**src/rtl/gpio_irq_pkg.sv**
```systemverilog
package gpio_irq_pkg;
   // word indexes (byte address / 4)
   localparam int unsigned W_LEVEL = 0;
   localparam int unsigned W_OUT   = 1;
   localparam int unsigned W_DIR   = 2;
   localparam int unsigned W_MASK  = 3;
   localparam int unsigned W_POL   = 4;
   localparam int unsigned W_EDGE  = 5;
   localparam int unsigned W_RSVD  = 6;
   localparam int unsigned W_REN   = 7;
   localparam int unsigned W_MAP0  = 8;

   localparam int unsigned IDX_BITS  = 8;
   localparam int unsigned PER_WORD  = 4;
   localparam int unsigned MAX_LINES = 32;

   // low bit of the routing byte for slot b of a routing word
   function automatic int unsigned slot_lsb(input int unsigned b);
      return 32 - IDX_BITS * (b + 1);
   endfunction
endpackage

```
**src/rtl/gpio_sync.sv**
```systemverilog
module gpio_sync #(
   parameter int unsigned N_LINES = 32
) (
   input  logic               clk,
   input  logic               rst_n,
   input  logic [N_LINES-1:0] pin_i,
   output logic [N_LINES-1:0] lvl_o,
   output logic [N_LINES-1:0] prev_o
);
   logic [N_LINES-1:0] meta_q;
   logic [N_LINES-1:0] lvl_q;
   logic [N_LINES-1:0] prev_q;

   always_ff @(posedge clk or negedge rst_n) begin
      if (!rst_n) begin
         meta_q <= '0;
         lvl_q  <= '0;
         prev_q <= '0;
      end else begin
         meta_q <= pin_i;
         lvl_q  <= meta_q;
         prev_q <= lvl_q;
      end
   end

   assign lvl_o  = lvl_q;
   assign prev_o = prev_q;

   // cycles since reset, saturating, for the latency check
   logic [1:0] settle_q;
   always_ff @(posedge clk or negedge rst_n) begin
      if (!rst_n)               settle_q <= '0;
      else if (settle_q != 2'd2) settle_q <= settle_q + 2'd1;
   end

   assert_sync_delay_R4: assert property (@(posedge clk) disable iff (!rst_n)
      (settle_q == 2'd2) |-> (lvl_o == $past(pin_i, 2)));
endmodule

```
**src/rtl/gpio_regs.sv**
```systemverilog
module gpio_regs
   import gpio_irq_pkg::*;
#(
   parameter int unsigned N_LINES = 32,
   parameter int unsigned ADDR_W  = 8
) (
   input  logic                       clk,
   input  logic                       rst_n,
   input  logic [ADDR_W-1:0]          bus_addr,
   input  logic                       bus_we,
   input  logic [31:0]                bus_wdata,
   output logic [31:0]                bus_rdata,
   input  logic [N_LINES-1:0]         lvl_i,
   output logic [N_LINES-1:0]         out_o,
   output logic [N_LINES-1:0]         dir_o,
   output logic [N_LINES-1:0]         mask_o,
   output logic [N_LINES-1:0]         pol_o,
   output logic [N_LINES-1:0]         edge_o,
   output logic [N_LINES-1:0]         ren_o,
   output logic [N_LINES*IDX_BITS-1:0] map_o
);
   localparam int unsigned WI_W  = ADDR_W - 2;
   localparam int unsigned N_MAP = (N_LINES + PER_WORD - 1) / PER_WORD;

   logic [WI_W-1:0] widx;
   logic [1:0]      unused_byte_sel;
   assign widx            = bus_addr[ADDR_W-1:2];
   assign unused_byte_sel = bus_addr[1:0];

   function automatic logic hit(input logic [WI_W-1:0] w, input int unsigned n);
      return w == WI_W'(n);
   endfunction

   logic [N_LINES-1:0] out_q, dir_q, mask_q, pol_q, edge_q, ren_q;

   always_ff @(posedge clk or negedge rst_n) begin
      if (!rst_n) begin
         out_q  <= '0;
         dir_q  <= '0;
         mask_q <= '0;
         pol_q  <= '0;
         edge_q <= '0;
         ren_q  <= '0;
      end else if (bus_we) begin
         if (hit(widx, W_OUT))  out_q  <= bus_wdata[N_LINES-1:0];
         if (hit(widx, W_DIR))  dir_q  <= bus_wdata[N_LINES-1:0];
         if (hit(widx, W_MASK)) mask_q <= bus_wdata[N_LINES-1:0];
         if (hit(widx, W_POL))  pol_q  <= bus_wdata[N_LINES-1:0];
         if (hit(widx, W_EDGE)) edge_q <= bus_wdata[N_LINES-1:0];
         if (hit(widx, W_REN))  ren_q  <= bus_wdata[N_LINES-1:0];
      end
   end

   // routing bytes, one per line, and their readback words
   logic [N_MAP*32-1:0] map_rd;

   for (genvar g = 0; g < N_MAP * PER_WORD; g++) begin : g_slot
      localparam int unsigned K   = g / PER_WORD;
      localparam int unsigned LSB = slot_lsb(g % PER_WORD);
      if (g < N_LINES) begin : g_line
         logic [IDX_BITS-1:0] idx_q;
         always_ff @(posedge clk or negedge rst_n) begin
            if (!rst_n)
               idx_q <= '0;
            else if (bus_we && hit(widx, W_MAP0 + K))
               idx_q <= bus_wdata[LSB +: IDX_BITS];
         end
         assign map_o[g*IDX_BITS +: IDX_BITS]   = idx_q;
         assign map_rd[K*32 + LSB +: IDX_BITS] = idx_q;
      end else begin : g_pad
         assign map_rd[K*32 + LSB +: IDX_BITS] = '0;
      end
   end

   logic [31:0] rd_val;
   always_comb begin
      rd_val = '0;
      if      (hit(widx, W_LEVEL)) rd_val = 32'(lvl_i);
      else if (hit(widx, W_OUT))   rd_val = 32'(out_q);
      else if (hit(widx, W_DIR))   rd_val = 32'(dir_q);
      else if (hit(widx, W_MASK))  rd_val = 32'(mask_q);
      else if (hit(widx, W_POL))   rd_val = 32'(pol_q);
      else if (hit(widx, W_EDGE))  rd_val = 32'(edge_q);
      else if (hit(widx, W_REN))   rd_val = 32'(ren_q);
      else begin
         for (int k = 0; k < int'(N_MAP); k++)
            if (hit(widx, W_MAP0 + k)) rd_val = map_rd[k*32 +: 32];
      end
   end

   always_ff @(posedge clk or negedge rst_n) begin
      if (!rst_n) bus_rdata <= '0;
      else        bus_rdata <= rd_val;
   end

   assign out_o  = out_q;
   assign dir_o  = dir_q;
   assign mask_o = mask_q;
   assign pol_o  = pol_q;
   assign edge_o = edge_q;
   assign ren_o  = ren_q;

   assert_out_write_R2: assert property (@(posedge clk) disable iff (!rst_n)
      (bus_we && hit(widx, W_OUT)) |=> (out_o == $past(bus_wdata[N_LINES-1:0])));
   assert_level_ro_R4: assert property (@(posedge clk) disable iff (!rst_n)
      (bus_we && hit(widx, W_LEVEL)) |=> ($stable(out_o) && $stable(mask_o) && $stable(dir_o)));
endmodule

```
**src/rtl/gpio_trig.sv**
```systemverilog
module gpio_trig #(
   parameter int unsigned N_LINES = 32
) (
   input  logic               clk,
   input  logic               rst_n,
   input  logic [N_LINES-1:0] lvl_i,
   input  logic [N_LINES-1:0] prev_i,
   input  logic [N_LINES-1:0] mask_i,
   input  logic [N_LINES-1:0] pol_i,
   input  logic [N_LINES-1:0] edge_i,
   output logic [N_LINES-1:0] evt_o
);
   for (genvar i = 0; i < N_LINES; i++) begin : g_line
      logic rise, fall, lvl_hit, edge_hit;
      assign rise     = lvl_i[i] & ~prev_i[i];
      assign fall     = ~lvl_i[i] & prev_i[i];
      assign lvl_hit  = pol_i[i] ? lvl_i[i] : ~lvl_i[i];
      assign edge_hit = pol_i[i] ? rise : fall;
      assign evt_o[i] = mask_i[i] & (edge_i[i] ? edge_hit : lvl_hit);

      assert_edge_pulse_R6: assert property (@(posedge clk) disable iff (!rst_n)
         (edge_i[i] && evt_o[i]) ##1 (edge_i[i] && $stable(pol_i[i])) |-> !evt_o[i]);
   end
endmodule

```
**src/rtl/gpio_route.sv**
```systemverilog
module gpio_route
   import gpio_irq_pkg::*;
#(
   parameter int unsigned N_LINES = 32,
   parameter int unsigned N_IRQ   = 4
) (
   input  logic [N_LINES-1:0]          evt_i,
   input  logic [N_LINES-1:0]          ren_i,
   input  logic [N_LINES*IDX_BITS-1:0] map_i,
   output logic [N_IRQ-1:0]            irq_o
);
   for (genvar j = 0; j < N_IRQ; j++) begin : g_out
      always_comb begin
         irq_o[j] = 1'b0;
         for (int i = 0; i < int'(N_LINES); i++)
            if (evt_i[i] && ren_i[i] && map_i[i*IDX_BITS +: IDX_BITS] == IDX_BITS'(j))
               irq_o[j] = 1'b1;
      end
   end
endmodule

```
**src/rtl/gpio_irq_port.sv**
```systemverilog
module gpio_irq_port
   import gpio_irq_pkg::*;
#(
   parameter int unsigned N_LINES = 32,
   parameter int unsigned N_IRQ   = 4,
   parameter int unsigned ADDR_W  = 8
) (
   input  logic               clk,
   input  logic               rst_n,
   input  logic [ADDR_W-1:0]  bus_addr,
   input  logic               bus_we,
   input  logic [31:0]        bus_wdata,
   output logic [31:0]        bus_rdata,
   input  logic [N_LINES-1:0] pin_i,
   output logic [N_LINES-1:0] pin_o,
   output logic [N_LINES-1:0] pin_oe,
   output logic [N_IRQ-1:0]   irq_o
);
   if (N_LINES < 1 || N_LINES > MAX_LINES) begin : g_bad_lines
      $error("N_LINES must lie in 1..32");
   end
   if (N_IRQ < 1 || N_IRQ > (1 << IDX_BITS)) begin : g_bad_irq
      $error("N_IRQ must lie in 1..256");
   end
   if (ADDR_W < 6) begin : g_bad_addr
      $error("ADDR_W must reach the routing words");
   end

   logic [N_LINES-1:0] lvl, prev, out_q, dir_q, mask_q, pol_q, edge_q, ren_q, evt;
   logic [N_LINES*IDX_BITS-1:0] map_q;

   gpio_sync #(.N_LINES(N_LINES)) u_sync (
      .clk(clk), .rst_n(rst_n), .pin_i(pin_i), .lvl_o(lvl), .prev_o(prev));

   gpio_regs #(.N_LINES(N_LINES), .ADDR_W(ADDR_W)) u_regs (
      .clk(clk), .rst_n(rst_n), .bus_addr(bus_addr), .bus_we(bus_we),
      .bus_wdata(bus_wdata), .bus_rdata(bus_rdata), .lvl_i(lvl),
      .out_o(out_q), .dir_o(dir_q), .mask_o(mask_q), .pol_o(pol_q),
      .edge_o(edge_q), .ren_o(ren_q), .map_o(map_q));

   gpio_trig #(.N_LINES(N_LINES)) u_trig (
      .clk(clk), .rst_n(rst_n), .lvl_i(lvl), .prev_i(prev), .mask_i(mask_q),
      .pol_i(pol_q), .edge_i(edge_q), .evt_o(evt));

   gpio_route #(.N_LINES(N_LINES), .N_IRQ(N_IRQ)) u_route (
      .evt_i(evt), .ren_i(ren_q), .map_i(map_q), .irq_o(irq_o));

   assign pin_oe = dir_q;
   assign pin_o  = out_q & dir_q;

   assert_dir_write_R3: assert property (@(posedge clk) disable iff (!rst_n)
      (bus_we && bus_addr[ADDR_W-1:2] == (ADDR_W-2)'(W_DIR)) |=>
      (pin_oe == $past(bus_wdata[N_LINES-1:0])));
   assert_irq_gate_R7: assert property (@(posedge clk) disable iff (!rst_n)
      (|irq_o) |-> (|(mask_q & ren_q)));
   assert_reset_quiet_R1: assert property (@(posedge clk) disable iff (!rst_n)
      $rose(rst_n) |-> (irq_o == '0));
endmodule

```
**config.mk**
```make
export PLATFORM = sky130hd
export DESIGN_NAME = gpio_irq_port
export DESIGN_NICKNAME = d
export VERILOG_FILES = /design/src/rtl/gpio_irq_pkg.sv /design/src/rtl/gpio_sync.sv /design/src/rtl/gpio_regs.sv /design/src/rtl/gpio_trig.sv /design/src/rtl/gpio_route.sv /design/src/rtl/gpio_irq_port.sv
export SDC_FILE = /design/constraint.sdc
export NUM_CORES = 1
export LEC_CHECK = 0
export BUFFER_PORTS_ARGS = -buffer_cell sky130_fd_sc_hd__buf_2
export CAP_MARGIN = 30
export CELL_PAD_IN_SITES_DETAIL_PLACEMENT = 1
export CELL_PAD_IN_SITES_GLOBAL_PLACEMENT = 1
export CORE_AREA = 2 2 334 336
export DETAILED_ROUTE_END_ITERATION = 16
export DIE_AREA = 0 0 336 338
export PLACE_DENSITY = 0.42
export SLEW_MARGIN = 10
export SYNTH_ARGS = -nofsm -noshare
export SYNTH_HDL_FRONTEND = slang
export SYNTH_SLANG_ARGS = --single-unit
export TNS_END_PERCENT = 30
```
**constraint.sdc**
```tcl
create_clock -name clk -period 3.3 [get_ports clk]
set_input_delay 0.495 -clock clk [delete_from_list [all_inputs] [get_ports clk]]
set_output_delay 0.495 -clock clk [all_outputs]
set_load 0.1 [all_outputs]
```
==> flow_metrics.tcl <==
set metrics [dict create \
    crit_fanout 4 \
    max_freq_mhz 267 \
    area_growth_pct 26.0 \
    ys_warn_count 0 \
    syn-mean-instance-area_um2 13.0 \
    period_share_pct 113 \
    synth_most_common_cell "dfrtp_1" \
    setup_viol 4 \
    finalSetupTns_ps -1610 \
    antenna_left 0 \
    ys.flop_type "dfrtp_1" \
    required_ps 2800 \
    grt_pass1_vias 22000 \
    p_leak_uw 0.0159 \
    grt_setup_unrepaired "true" \
    arrival_ps 3250 \
    clockBufferDepth 3 \
    cts_buffers 75 \
    drv_cap 0 \
    final_layout_size_suffix_gt1_share_pct 42.0 \
    core_mm2 0.110 \
    synth_area_leaders "dfrtp_1 53%, mux2_2 16%, mux2_4 3.3%" \
    ctsHtreeMaxLevel 3 \
    syn_area_mm2 0.0273 \
    finalCriticalPeriod_ps 3740 \
    gr-usage-met2_pct 38.1 \
    routed_wl_um 131000 \
    die_area_mm2 0.114 \
    synth_nets 2173 \
    initial_core_util_pct 24.8 \
    crit_type "reg2out" \
    hpwl_um 97400 \
    finalHoldViolCount 0 \
    synth-seq-cells 576 \
    slew_viol_final 0 \
    rows 122 \
    outcome "complete, but fails checks" \
    antenna_found_initial 3 \
    grt_pass1_wl_um 183000 \
    synth-edff-count 0 \
    die_y_um 338 \
    gr-total-overflow 0 \
    numPortBuffers 172 \
    num_vias 20300 \
    via_per_inst 5.09 \
    holdCritPathClass "in2reg" \
    finalClockSkew_ps 30.2 \
    synth_largest_area_cell "dfrtp_1" \
    worst_slack_ps -443 \
    relSlewSlack_pct 28.4 \
    cts_root_buf "clkbuf_16" \
    critPathLaunchType "flip-flop" \
    syn_inst 2098 \
    layout.nets 2518 \
    clkLatencyLatePin_ps 660 \
    fill_cells 11800 \
    grt_util_met3_pct 2.49 \
    end_kind "primary output" \
    drt_iter0_markers 1326 \
    ir_worst_vdd_mv 0.283 \
    synth_commonest_cells "576 x dfrtp_1, 381 x mux2_2, 83 x nand2_1, 72 x nor2_1, 67 x a21oi_1" \
    clock_sinks 576 \
    layout.cells.non_filler 3993 \
    tightest_slew_ps 1060 \
    grtUsageMet1_pct 31.8 \
    diodes 0 \
    hold_depth 2 \
    place_inst 3816 \
    die_x_um 336 \
    clkSlewWorstSetupHoldPaths_ps 60 \
    yosysTopAreaCellShare_pct 52.9 \
    grt_max_degree 89 \
    globalplace.congestion 0.927 \
    io-pin-count 175 \
    wl_per_cell_um 32.8 \
    postSynth.asyncResetShare_pct 100 \
    violations "setup timing" \
    grt_use_total_pct 23.1 \
    drt_first_pass_iters 5 \
    cts_tree "built" \
    drcViolationCount 0 \
    powerDensity_mw_per_mm2 608 \
    post_synth_num_cell_types 78 \
    busiest_layer "met2" \
    holdWs_ps 321 \
    reg2reg_depth 6 \
    ys_seq_area_share_pct 52.9 \
]
## repair_timing
| action | in CTS | in global routing |
|---|---|---|
| gates resized for setup | 44 | 19 |
| pin swaps | 11 | 7 |
| hold buffers | 33 | 0 |
| hold endpoints to repair | 82 | 0 |
| endpoints found under the setup margin | 4 | 4 |
| setup buffers | 4 | 1 |
## critical path, cell delays in order, from the launching register on
cell and delay (ps):
dfrtp_1 390, or4bb_1 550, a2111oi_4 630, buf_4 240, nor3b_2 170, or4_4 170
nor4_4 50, nand4_1 180, buf_12 210
## stage by stage
| step | setup WS [ps] | instance area, um2 | total power [uW] | utilization, % |
|---|---|---|---|---|
| final | -443 | 34300 | 20900 | 31.2 |
| after global routing | -521 | 34300 | 21700 | 31.2 |
| after CTS | -428 | 34200 | 21100 | 31.1 |
| after detailed placement | -87.6 | 31000 | 12100 | 28.2 |
| after global placement | -142 | 31000 | 12000 | 28.2 |
| after floorplan | 175 | 27300 | 10500 | - |
## final timing paths
path / startpoint / end / slack [ps]
max: u_regs.g_slot[21].g_line.idx_q[5] / irq_o[0] / -440
min in group asynchronous: rst_n / u_regs.g_slot[21].g_line.idx_q[3] / 410
max reg2reg: u_regs.g_slot[0].g_line.idx_q[6] / u_regs.bus_rdata[30] / 1120
min reg2reg: u_sync.meta_q[26] / u_sync.lvl_o[26] / 340
min: bus_wdata[29] / u_regs.edge_o[29] / 320
max in group asynchronous: rst_n / u_regs.pol_o[3] / 1830
## flip-flops by register name (all words and copies together) (netlist names)
| signal | cells |
|---|---|
| u_regs.edge_o | 32 |
| u_sync.lvl_o | 32 |
| u_regs.pol_o | 32 |
| u_sync.prev_o | 32 |
| u_regs.mask_o | 32 |
| u_regs.bus_rdata | 32 |
| u_regs.dir_o | 32 |
| u_regs.out_o | 32 |
| u_sync.meta_q | 32 |
| u_regs.g_slot.g_line.idx_q | 256 |
| u_regs.ren_o | 32 |
## cell type report
type / count / area (um2) / share of cell area (%)
clock inverter: 29 / 409 / 1.19
sequential: 576 / 14400 / 42.0
timing repair buffer: 405 / 3060 / 8.90
clock buffer: 110 / 2220 / 6.47
tap: 1488 / 1860 / 5.42
multi-input combinational: 1369 / 12300 / 35.9
inverter: 16 / 60.1 / 0.175
## layer usage
metal | wire, um | up-vias
met5 | 0 | -
met4 | 3760 | 0
met3 | 4490 | 142
met2 | 62300 | 491
met1 | 60400 | 11100
li1 | - | 8558
## report_power, final
part | switching [uW] | internal [uW]
logic | 1950 | 1270
registers | 1040 | 7880
clock network | 3360 | 5380
total | 6360 | 14500
## layout by cell type, fill, tap and decap left out, types with 17 or more instances in the layout
master         Yosys  final
a21oi_1           67     67
a22oi_1           43     43
mux2_2           381    381
o22ai_1           36     36
dfrtp_1          576    569
and3_1            17     17
and2_1            34     34
nand3_1           55     55
buf_12             0     27
nand3b_1          25     25
o21ai_0           42     42
xnor2_1           42     35
mux2_4            60     60
o221ai_1          22     22
a221oi_1          23     23
clkbuf_8           0     17
xor2_1            22     17
a22o_1            17     17
buf_2             38    165
dlygate4sd3_1      0     33
nor2_1            72     70
buf_4             12    179
clkbuf_16          0     77
mux2i_1           28     28
nand2_1           83     79
## cells by family (layout without fill, tap and decap cells)
| family | Yosys count | in the layout | share of synthesized area (%) |
|---|---|---|---|
| xor+xnor | 64 | 64 | 2.06 |
| compound gates | 344 | 344 | 9.13 |
| mux | 499 | 499 | 21.9 |
| buf+inv | 153 | 560 | 3.48 |
| simple gates | 462 | 462 | 10.5 |
| flops | 576 | 576 | 52.9 |
Power figures use the tool's default switching activity.
